--- config.mk ---
export PLATFORM = sky130hd
export DESIGN_NAME = tod_clock_chain
export DESIGN_NICKNAME = d
export VERILOG_FILES = /design/src/rtl/tod_pkg.sv /design/src/rtl/tod_prescaler.sv /design/src/rtl/tod_bcd_pair.sv /design/src/rtl/tod_clock_chain.sv
export SDC_FILE = /design/constraint.sdc
export NUM_CORES = 1
export LEC_CHECK = 0
export ABC_AREA = 1
export BUFFER_PORTS_ARGS = -buffer_cell sky130_fd_sc_hd__buf_2
export CAP_MARGIN = 20
export CORE_MARGIN = 3
export CORE_UTILIZATION = 45
export CTS_BUF_LIST = sky130_fd_sc_hd__clkbuf_8
export CTS_CLUSTER_DIAMETER = 30
export DETAILED_ROUTE_END_ITERATION = 6
export GPL_TIMING_DRIVEN = 0
export PLACE_DENSITY = 0.63
export SLEW_MARGIN = 30
export SYNTH_ARGS = -nofsm -noshare
export SYNTH_HDL_FRONTEND = slang
export SYNTH_SLANG_ARGS = --single-unit
--- constraint.sdc ---
create_clock -name clk -period 2.76 [get_ports clk]
set_clock_uncertainty 0.05 [all_clocks]
set_input_delay 0.276 -clock clk [delete_from_list [all_inputs] [get_ports clk]]
set_output_delay 0.276 -clock clk [all_outputs]
set_load 0.05 [all_outputs]
--- src/rtl/tod_pkg.sv ---
package tod_pkg;

    typedef logic [3:0] bcd_t;

    typedef struct packed {
        bcd_t tens;
        bcd_t ones;
    } bcd_pair_t;

    localparam int NUM_PAIRS = 3;
    localparam int PAIR_SEC  = 0;
    localparam int PAIR_MIN  = 1;
    localparam int PAIR_HR   = 2;

    function automatic bcd_t pair_top_tens(input int idx);
        return (idx == PAIR_HR) ? 4'd2 : 4'd5;
    endfunction

    function automatic bcd_t pair_top_ones(input int idx);
        return (idx == PAIR_HR) ? 4'd3 : 4'd9;
    endfunction

    function automatic bcd_pair_t pair_next(input bcd_pair_t cur, input logic at_top);
        bcd_pair_t nxt;
        if (at_top) begin
            nxt = '0;
        end else if (cur.ones == 4'd9) begin
            nxt.tens = cur.tens + 4'd1;
            nxt.ones = 4'd0;
        end else begin
            nxt.tens = cur.tens;
            nxt.ones = cur.ones + 4'd1;
        end
        return nxt;
    endfunction

endpackage

--- src/rtl/tod_prescaler.sv ---
module tod_prescaler #(
    parameter int DIV_STAGES = 14
) (
    input  logic clk,
    input  logic rst,
    output logic tick_sec
);
    logic [DIV_STAGES-1:0] stage_cnt;
    logic                  tick_half;
    logic                  half_phase;

    assign tick_half = &stage_cnt;

    always_ff @(posedge clk) begin
        if (rst) begin
            stage_cnt  <= '0;
            half_phase <= 1'b0;
        end else begin
            stage_cnt <= stage_cnt + 1'b1;
            if (tick_half) begin
                half_phase <= ~half_phase;
            end
        end
    end

    assign tick_sec = tick_half & half_phase;
endmodule

--- src/rtl/tod_bcd_pair.sv ---
module tod_bcd_pair
    import tod_pkg::*;
#(
    parameter bcd_t TOP_TENS = 4'd5,
    parameter bcd_t TOP_ONES = 4'd9
) (
    input  logic      clk,
    input  logic      rst,
    input  logic      step,
    output bcd_pair_t value,
    output logic      at_top
);
    assign at_top = (value.tens == TOP_TENS) && (value.ones == TOP_ONES);

    always_ff @(posedge clk) begin
        if (rst) begin
            value <= '0;
        end else if (step) begin
            value <= pair_next(value, at_top);
        end
    end
endmodule

--- src/rtl/tod_clock_chain.sv ---
module tod_clock_chain
    import tod_pkg::*;
#(
    parameter int DIV_STAGES = 14
) (
    input  logic       clk,
    input  logic       rst,
    input  logic       adv_min,
    input  logic       adv_hour,
    output logic [3:0] sec_ones,
    output logic [3:0] sec_tens,
    output logic [3:0] min_ones,
    output logic [3:0] min_tens,
    output logic [3:0] hr_ones,
    output logic [3:0] hr_tens,
    output logic       tick_1hz
);
    logic                 tick_sec;
    logic [NUM_PAIRS-1:0] pair_step;
    logic [NUM_PAIRS-1:0] pair_top;
    logic                 carry_sec;
    logic                 carry_min;
    bcd_pair_t            pair_val [NUM_PAIRS];

    tod_prescaler #(
        .DIV_STAGES(DIV_STAGES)
    ) u_prescaler (
        .clk     (clk),
        .rst     (rst),
        .tick_sec(tick_sec)
    );

    always_comb begin
        carry_sec          = tick_sec & pair_top[PAIR_SEC];
        carry_min          = carry_sec & pair_top[PAIR_MIN];
        pair_step[PAIR_SEC] = tick_sec;
        pair_step[PAIR_MIN] = carry_sec | adv_min;
        pair_step[PAIR_HR]  = carry_min | adv_hour;
    end

    for (genvar gi = 0; gi < NUM_PAIRS; gi++) begin : g_pair
        tod_bcd_pair #(
            .TOP_TENS(pair_top_tens(gi)),
            .TOP_ONES(pair_top_ones(gi))
        ) u_pair (
            .clk   (clk),
            .rst   (rst),
            .step  (pair_step[gi]),
            .value (pair_val[gi]),
            .at_top(pair_top[gi])
        );
    end

    assign sec_ones = pair_val[PAIR_SEC].ones;
    assign sec_tens = pair_val[PAIR_SEC].tens;
    assign min_ones = pair_val[PAIR_MIN].ones;
    assign min_tens = pair_val[PAIR_MIN].tens;
    assign hr_ones  = pair_val[PAIR_HR].ones;
    assign hr_tens  = pair_val[PAIR_HR].tens;
    assign tick_1hz = tick_sec;
endmodule

==> results of run 1 <==
-- synthesized netlist by cell type (all sizes together) --
library cell,n
nand2,47
nor2,40
dfxtp,39
inv,39
nand3,26
a21oi,21
o21ai,15
ha,13
xor2,8
nand4,7
nor3,4
clkbuf,3
o21a,2
xnor2,2
a31oi,1
buf,1
nand3b,1
nor3b,1
or2,1
-- per-stage QoR --
| stage | hold WS (ns) | area [µm²] | instances | util (%) |
|---|---|---|---|---|
| after floorplan | 0.368 | 2020 | 271 | - |
| after global placement | 0.378 | 2230 | 349 | 53.3 |
| after detailed placement | 0.392 | 2230 | 349 | 53.3 |
| after CTS | 0.199 | 2330 | 357 | 55.7 |
| after global routing | 0.234 | 2330 | 357 | 55.7 |
| final | 0.209 | 2330 | 357 | 55.7 |
-- cell type report --
| cell class | count | area share (%) |
|---|---|---|
| Sequential cell | 39 | 33.6 |
| Clock buffer | 7 | 4.14 |
| Tap cell | 50 | 2.69 |
| Buffer | 4 | 0.968 |
| Timing Repair Buffer | 28 | 6.02 |
| Multi-Input combinational cell | 189 | 46.2 |
| Clock inverter | 1 | 0.161 |
| Inverter | 39 | 6.29 |
-- worst max-delay path by stage --
stage | end | slack, ns
6_report | tick_1hz | 0.56
5_1_grt | tick_1hz | 0.42
4_1_cts | tick_1hz | 0.53
3_5_place_dp | tick_1hz | 0.87
3_3_place_gp | tick_1hz | 0.86
2_1_floorplan | g_pair[1].u_pair.value[1] | 0.75
-- sequential cells by signal (all words and copies together) (netlist names) --
name / count
g_pair.u_pair.value: 24
u_prescaler.stage_cnt: 14
u_prescaler.half_phase: 1
-- layer usage --
metal	vias up	global-route usage (%)
li1	941	-
met1	748	22.0
met2	23	24.4
met3	5	3.72
met4	0	6.15
met5	-	0
-- power by group through the flow --
| stage | clock, W | combinational, W | sequential [W] |
|---|---|---|---|
| finish | 0.000422 | 0.0000844 | 0.000584 |
| global route | 0.000458 | 0.0000944 | 0.000586 |
| CTS | 0.000440 | 0.0000854 | 0.000584 |
| detailed placement | 0 | 0.0000852 | 0.000597 |
| global placement | 0 | 0.0000839 | 0.000597 |
| floorplan | 0 | 0.0000415 | 0.000618 |
-- cells by family (layout without fill, tap and decap cells) --
group	Yosys count	in the layout
AOI/OAI and AO/OA	39	39
xor gates and xnor gates	10	10
and+or+nand+nor	127	127
buffers and inverters	43	79
adders and majority gates	13	13
DFF	39	39
-- worst register-to-register path, delay by kind of cell, from the launching register on --
family / cells / cell delay (ns)
and+or+nand+nor: 6 / 0.98
DFF: 1 / 0.42
adders and majority gates: 1 / 0.20
AOI/OAI and AO/OA: 1 / 0.09
==> flow_metrics.py, run 1 <==
metrics = {
    "route": {
        "wl_met3_um": 153,
        "viasPerCell": 4.81,
        "first_iter_violations": 80,
        "m1WireLength_mm": 1.96,
        "wl_met2_mm": 1.76,
        "routed_wl_mm": 3.93,
        "firstDrtPassIters": 4,
        "drc": 0,
        "ant_nets": 0,
        "num_vias": 1717,
        "wire_per_inst_um": 11.0,
        "highest_layer": "met4",
    },
    "pwr": {
        "p_int_w": 0.000821,
        "total_power_w": 0.00109,
        "switchingPower_w": 0.000268,
        "ir_drop_uv": 294,
        "p_sw_share_pct": 24.6,
        "powerDensity_nw_per_um2": 469,
        "p_leak_nw": 1.08,
        "p_seq_share_pct": 53.6,
        "clock_power_share_pct": 38.7,
        "p_comb_share_pct": 7.7,
    },
    "yosys": {
        "synth_warnings": 0,
        "synth-xor-area-share_pct": 4.33,
        "synth_compound_area_share_pct": 9.96,
        "yosys.area.top_type_share_pct": 38.6,
        "yosys_register_bits": 39,
        "synth_area_per_cell_um2": 7.47,
        "synth_mux_area_share_pct": 0,
        "yosysUniqueCellTypes": 28,
        "yosysTopAreaCell": "dfxtp_1",
        "syn-num-nets": 288,
        "synthTopCellsByArea": "dfxtp_1, ha_1, nand2_1, inv_1, nor2_1",
        "yosysSeqAreaShare_pct": 38.6,
        "synthCells": 271,
        "yosys.area_share.simple_pct": 30.7,
        "synthAdderAreaFrac_pct": 8.04,
        "syn_area_um2": 2020,
        "synth_top_family_by_area": "simple AND/OR/NAND/NOR gates",
    },
    "setup_path": {
        "worstReg2RegStart": "g_pair[0].u_pair.value[0]",
        "critPathMaxFanout": 7,
        "path_class": "reg -> out",
        "critPathArrivalTime_ns": 1.87,
        "crit_path_start_kind": "register",
        "r2r_slack_ns": 0.90,
        "cp-startpoint": "u_prescaler.stage_cnt[0]",
        "end_kind": "output pin",
        "path_buf_inv": 2,
        "path_cells": "ha_1 -> nand2_1 -> nor2_4 -> nand2_4 -> nor2_8 -> nand2_2 -> inv_1 -> buf_2",
        "cp.depth": 8,
        "slowest_delay_ns": 0.36,
        "r2r-end": "g_pair[2].u_pair.value[6]",
        "critical_path_required_ns": 2.43,
        "r2r_cells": 8,
        "crit_family": "simple AND/OR/NAND/NOR gates",
        "cp_slowest_cell": "dfxtp_1",
    },
    "clocking": {
        "cts_setup_buffers": 0,
        "cts_tree": "done",
        "clkLatencyLatePin_ns": 0.29,
        "ctsResizeCount": 0,
        "cts_max_level": 2,
        "clkTransAtPathRegs_ns": 0.08,
        "clock_sinks": 39,
        "clockRootBuffer": "clkbuf_8",
        "cts_hold_buf": 0,
        "cts_made_buffers": 5,
        "clk_path_buf_depth": 2,
    },
    "timing": {
        "finalSetupTns_ns": 0,
        "rsz0062_at_grt": "no",
        "finalHoldViolCount": 0,
        "fin_ws_ns": 0.563,
        "relSlewSlack_pct": 60.7,
        "finalMaxSlewViolations": 0,
        "min_period_ns": 2.20,
        "fmax_mhz": 455,
        "period_share_pct": 79.6,
        "setup_violations": 0,
        "worst_pin_slew_ns": 0.589,
    },
    "min_path": {
        "hp-class": "in -> reg",
        "hold_start": "rst",
        "hold_depth": 3,
        "holdPathEnd": "g_pair[2].u_pair.value[5]",
    },
    "layout": {
        "ff_latch_area_um2": 781,
        "antenna_cells": 0,
        "nets": 323,
        "drive_gt1_share_pct": 16.6,
        "multi_input_area_um2": 1070,
        "nFillCells": 402,
        "area_growth_pct": 15.0,
        "layout_commonest_cell": "nand2_1",
        "mostFrequentLayoutCells": "nand2_1, inv_1, dfxtp_1",
    },
    "floorplan": {
        "boundaryPins": 29,
        "die_h_um": 73.1,
        "design.core.area_um2": 4170,
        "dieArea_um2": 5340,
        "die_w_um": 73.1,
        "start_util_pct": 48.5,
        "rows": 23,
    },
    "run": {
        "drv_cap": 0,
    },
    "place": {
        "dpl.hpwl_mm": 2.86,
        "gp_congestion": 0.802,
        "numPortBuffers": 28,
        "dp_slack_ns": 0.870,
    },
    "global_routing": {
        "grt_antenna_before_repair": 0,
        "grt_max_degree": 12,
        "track_usage_pct": 16.1,
        "grt_pass1_wl_mm": 6.77,
        "grt_overflow": 0,
        "grt_pass1_vias": 1520,
    },
    "outcome": {
        "status": "complete, no violations",
    },
}
Note: power is estimated with default switching activity, not from simulation.
==> run 2, diff against run 1 <==
--- a/config.mk
+++ b/config.mk
@@ -14,7 +14,7 @@
 export CTS_CLUSTER_DIAMETER = 30
 export DETAILED_ROUTE_END_ITERATION = 6
 export GPL_TIMING_DRIVEN = 0
-export PLACE_DENSITY = 0.63
+export PLACE_DENSITY = 0.66
 export SLEW_MARGIN = 30
 export SYNTH_ARGS = -nofsm -noshare
 export SYNTH_HDL_FRONTEND = slang
==> constraint.sdc (replaced) <==
create_clock -name clk -period 2 [get_ports clk]
set_clock_uncertainty 0.05 [all_clocks]
set_input_delay 0.2 -clock clk [delete_from_list [all_inputs] [get_ports clk]]
set_output_delay 0.2 -clock clk [all_outputs]
set_load 0.05 [all_outputs]
==> run 2 against run 1 <==
  * Critical path depth did not move
  * Sequential cell count is the same
  * First-iteration DRC count is 11% lower
  * Sequential share of layout area down 0.29 points
  * Non-clock buffer count rose by 1
  * Final area is 1.2% higher
  * Highest routed layer unchanged
  * Clock power rose by 38%
  * Die area unchanged
  * Critical endpoint unchanged
  * Clock-buffer cell count stayed put
  * Utilization rose by 0.66 points
  * Final cell count increased by 0.28%
==> flow_metrics.py, run 2 (same netlist as run 1, synthesis figures left out) <==
metrics = {
    "outcome": {
        "status": "complete, no violations",
    },
    "layout": {
        "drive_gt1_share_pct": 17.9,
        "mostFrequentLayoutCells": "nand2_1, inv_1, dfxtp_1",
        "area_growth_pct": 16.3,
        "antenna_cells": 0,
        "final_util_pct": 56.4,
        "reg_top3": "g_pair.u_pair.value (24), u_prescaler.stage_cnt (14), u_prescaler.half_phase (1)",
        "max_flop_register": "g_pair.u_pair.value",
        "largest_reg_flops": 24,
        "layout_commonest_cell": "nand2_1",
        "nets": 324,
        "fin_cells": 358,
    },
    "setup_path": {
        "slowest_delay_ns": 0.34,
        "end_kind": "output pin",
        "crit_top_cell": "nand2_4",
        "path_cells": "ha_1 -> nand2_1 -> nor2_4 -> nand2_4 -> nor2_8 -> nand2_4 -> inv_4 -> buf_8",
        "critical_path_required_ns": 1.75,
        "worstReg2RegStart": "g_pair[0].u_pair.value[1]",
        "cp-startpoint": "u_prescaler.stage_cnt[1]",
        "cp_slowest_cell": "dfxtp_1",
        "crit_path_start_kind": "register",
        "critPathArrivalTime_ns": 1.62,
        "path_class": "reg -> out",
        "critPathMaxFanout": 7,
    },
    "pwr": {
        "p_seq_share_pct": 53.6,
        "p_int_w": 0.00113,
        "powerDensity_nw_per_um2": 639,
        "p_comb_share_pct": 7.6,
        "clock_power_share_pct": 38.7,
        "switchingPower_w": 0.000371,
        "ir_drop_uv": 569,
        "p_leak_nw": 1.10,
        "p_sw_share_pct": 24.7,
    },
    "route": {
        "viasPerCell": 4.89,
        "num_vias": 1751,
        "routed_wl_mm": 3.92,
        "ant_nets": 0,
        "first_iter_violations": 71,
        "drc": 0,
        "firstDrtPassIters": 4,
        "wire_per_inst_um": 11.0,
    },
    "global_routing": {
        "track_usage_pct": 16.2,
        "grt_pass1_vias": 1584,
        "gr-usage-met2_pct": 24.1,
        "grtUsageMet1_pct": 22.2,
        "grt_overflow": 0,
        "grt_pass1_wl_mm": 6.86,
        "grt_util_met3_pct": 4.13,
        "grt_max_degree": 12,
        "top_usage_layer": "met2",
        "grt_antenna_before_repair": 0,
    },
    "floorplan": {
        "boundaryPins": 29,
        "design.core.area_um2": 4170,
        "start_util_pct": 48.5,
        "rows": 23,
        "die_h_um": 73.1,
        "dieArea_um2": 5340,
        "die_w_um": 73.1,
    },
    "clocking": {
        "cts_tree": "done",
        "cts_max_level": 2,
        "cts_made_buffers": 5,
        "clk_path_buf_depth": 2,
        "clock_sinks": 39,
        "clkTransAtPathRegs_ns": 0.07,
        "clkLatencyLatePin_ns": 0.29,
        "clockRootBuffer": "clkbuf_8",
    },
    "timing": {
        "min_period_ns": 1.87,
        "finalSetupTns_ns": 0,
        "finalHoldViolCount": 0,
        "rsz0062_at_grt": "no",
        "finalMaxSlewViolations": 0,
        "relSlewSlack_pct": 63.2,
        "fmax_mhz": 536,
        "setup_violations": 0,
        "period_share_pct": 93.3,
        "worst_pin_slew_ns": 0.552,
    },
    "place": {
        "gp_congestion": 0.802,
        "numPortBuffers": 28,
        "dpl.hpwl_mm": 2.86,
        "place_inst": 349,
    },
    "min_path": {
        "hp-class": "in -> reg",
        "hold_start": "rst",
    },
    "run": {
        "drv_cap": 0,
    },
}
## run 2: critical path, delay by kind of cell, from the launching register on
family | cells | cell delay [ns]
DFF | 1 | 0.34
adders and majority gates | 1 | 0.17
and+or+nand+nor | 5 | 0.59
buffers and inverters | 2 | 0.22
## run 2: metrics by stage
stage	hold WS, ns	worst slack (ns)	cell area [µm²]	power [W]
3_5_place_dp	0.392	0.196	2230	0.000941
5_1_grt	0.163	0.00432	2350	0.00158
6_report	0.152	0.134	2350	0.00150
3_3_place_gp	0.381	0.203	2230	0.000938
4_1_cts	0.145	0.00336	2340	0.00153
2_1_floorplan	0.321	0.140	2020	0.000910
## run 2: path summary, 6_finish.rpt
path | slack [ns] | cells after the start | endpoint
min reg2reg | 0.38 | 1 | u_prescaler.stage_cnt[0]
max | 0.13 | 8 | tick_1hz
max reg2reg | 0.25 | 9 | g_pair[2].u_pair.value[6]
min | 0.15 | 3 | g_pair[2].u_pair.value[5]
## run 2: metal layers
layer | wire [µm] | vias up
met1 | 2000 | 772
met5 | 0 | -
met2 | 1730 | 30
met3 | 166 | 4
met4 | 22 | 0
li1 | - | 945
## run 2: layout make-up
cell class              count  area (µm²)
fillers                   395        1820
multi-input cells         189        1080
flip-flops and latches     39         783
repair buffers             29         158
inverters                  39         149
clock buffers               7        96.3
well taps                  50        62.6
plain buffers               4        22.5
clock inverters             1        3.75
## run 2: what timing repair did
action,in CTS,in global routing
cloned,0,0
gates resized for setup,3,4
setup endpoints to repair,1,1
pin swaps,1,1
setup buffers,1,0
hold buffers,0,0
## run 2: power by group through the flow
| stage | Combinational, W | Sequential, W | Clock, W |
|---|---|---|---|
| after global routing | 0.000130 | 0.000809 | 0.000639 |
| after global placement | 0.000115 | 0.000823 | 0 |
| after floorplan | 0.0000573 | 0.000852 | 0 |
| after CTS | 0.000117 | 0.000806 | 0.000604 |
| after detailed placement | 0.000116 | 0.000824 | 0 |
| final | 0.000115 | 0.000806 | 0.000583 |
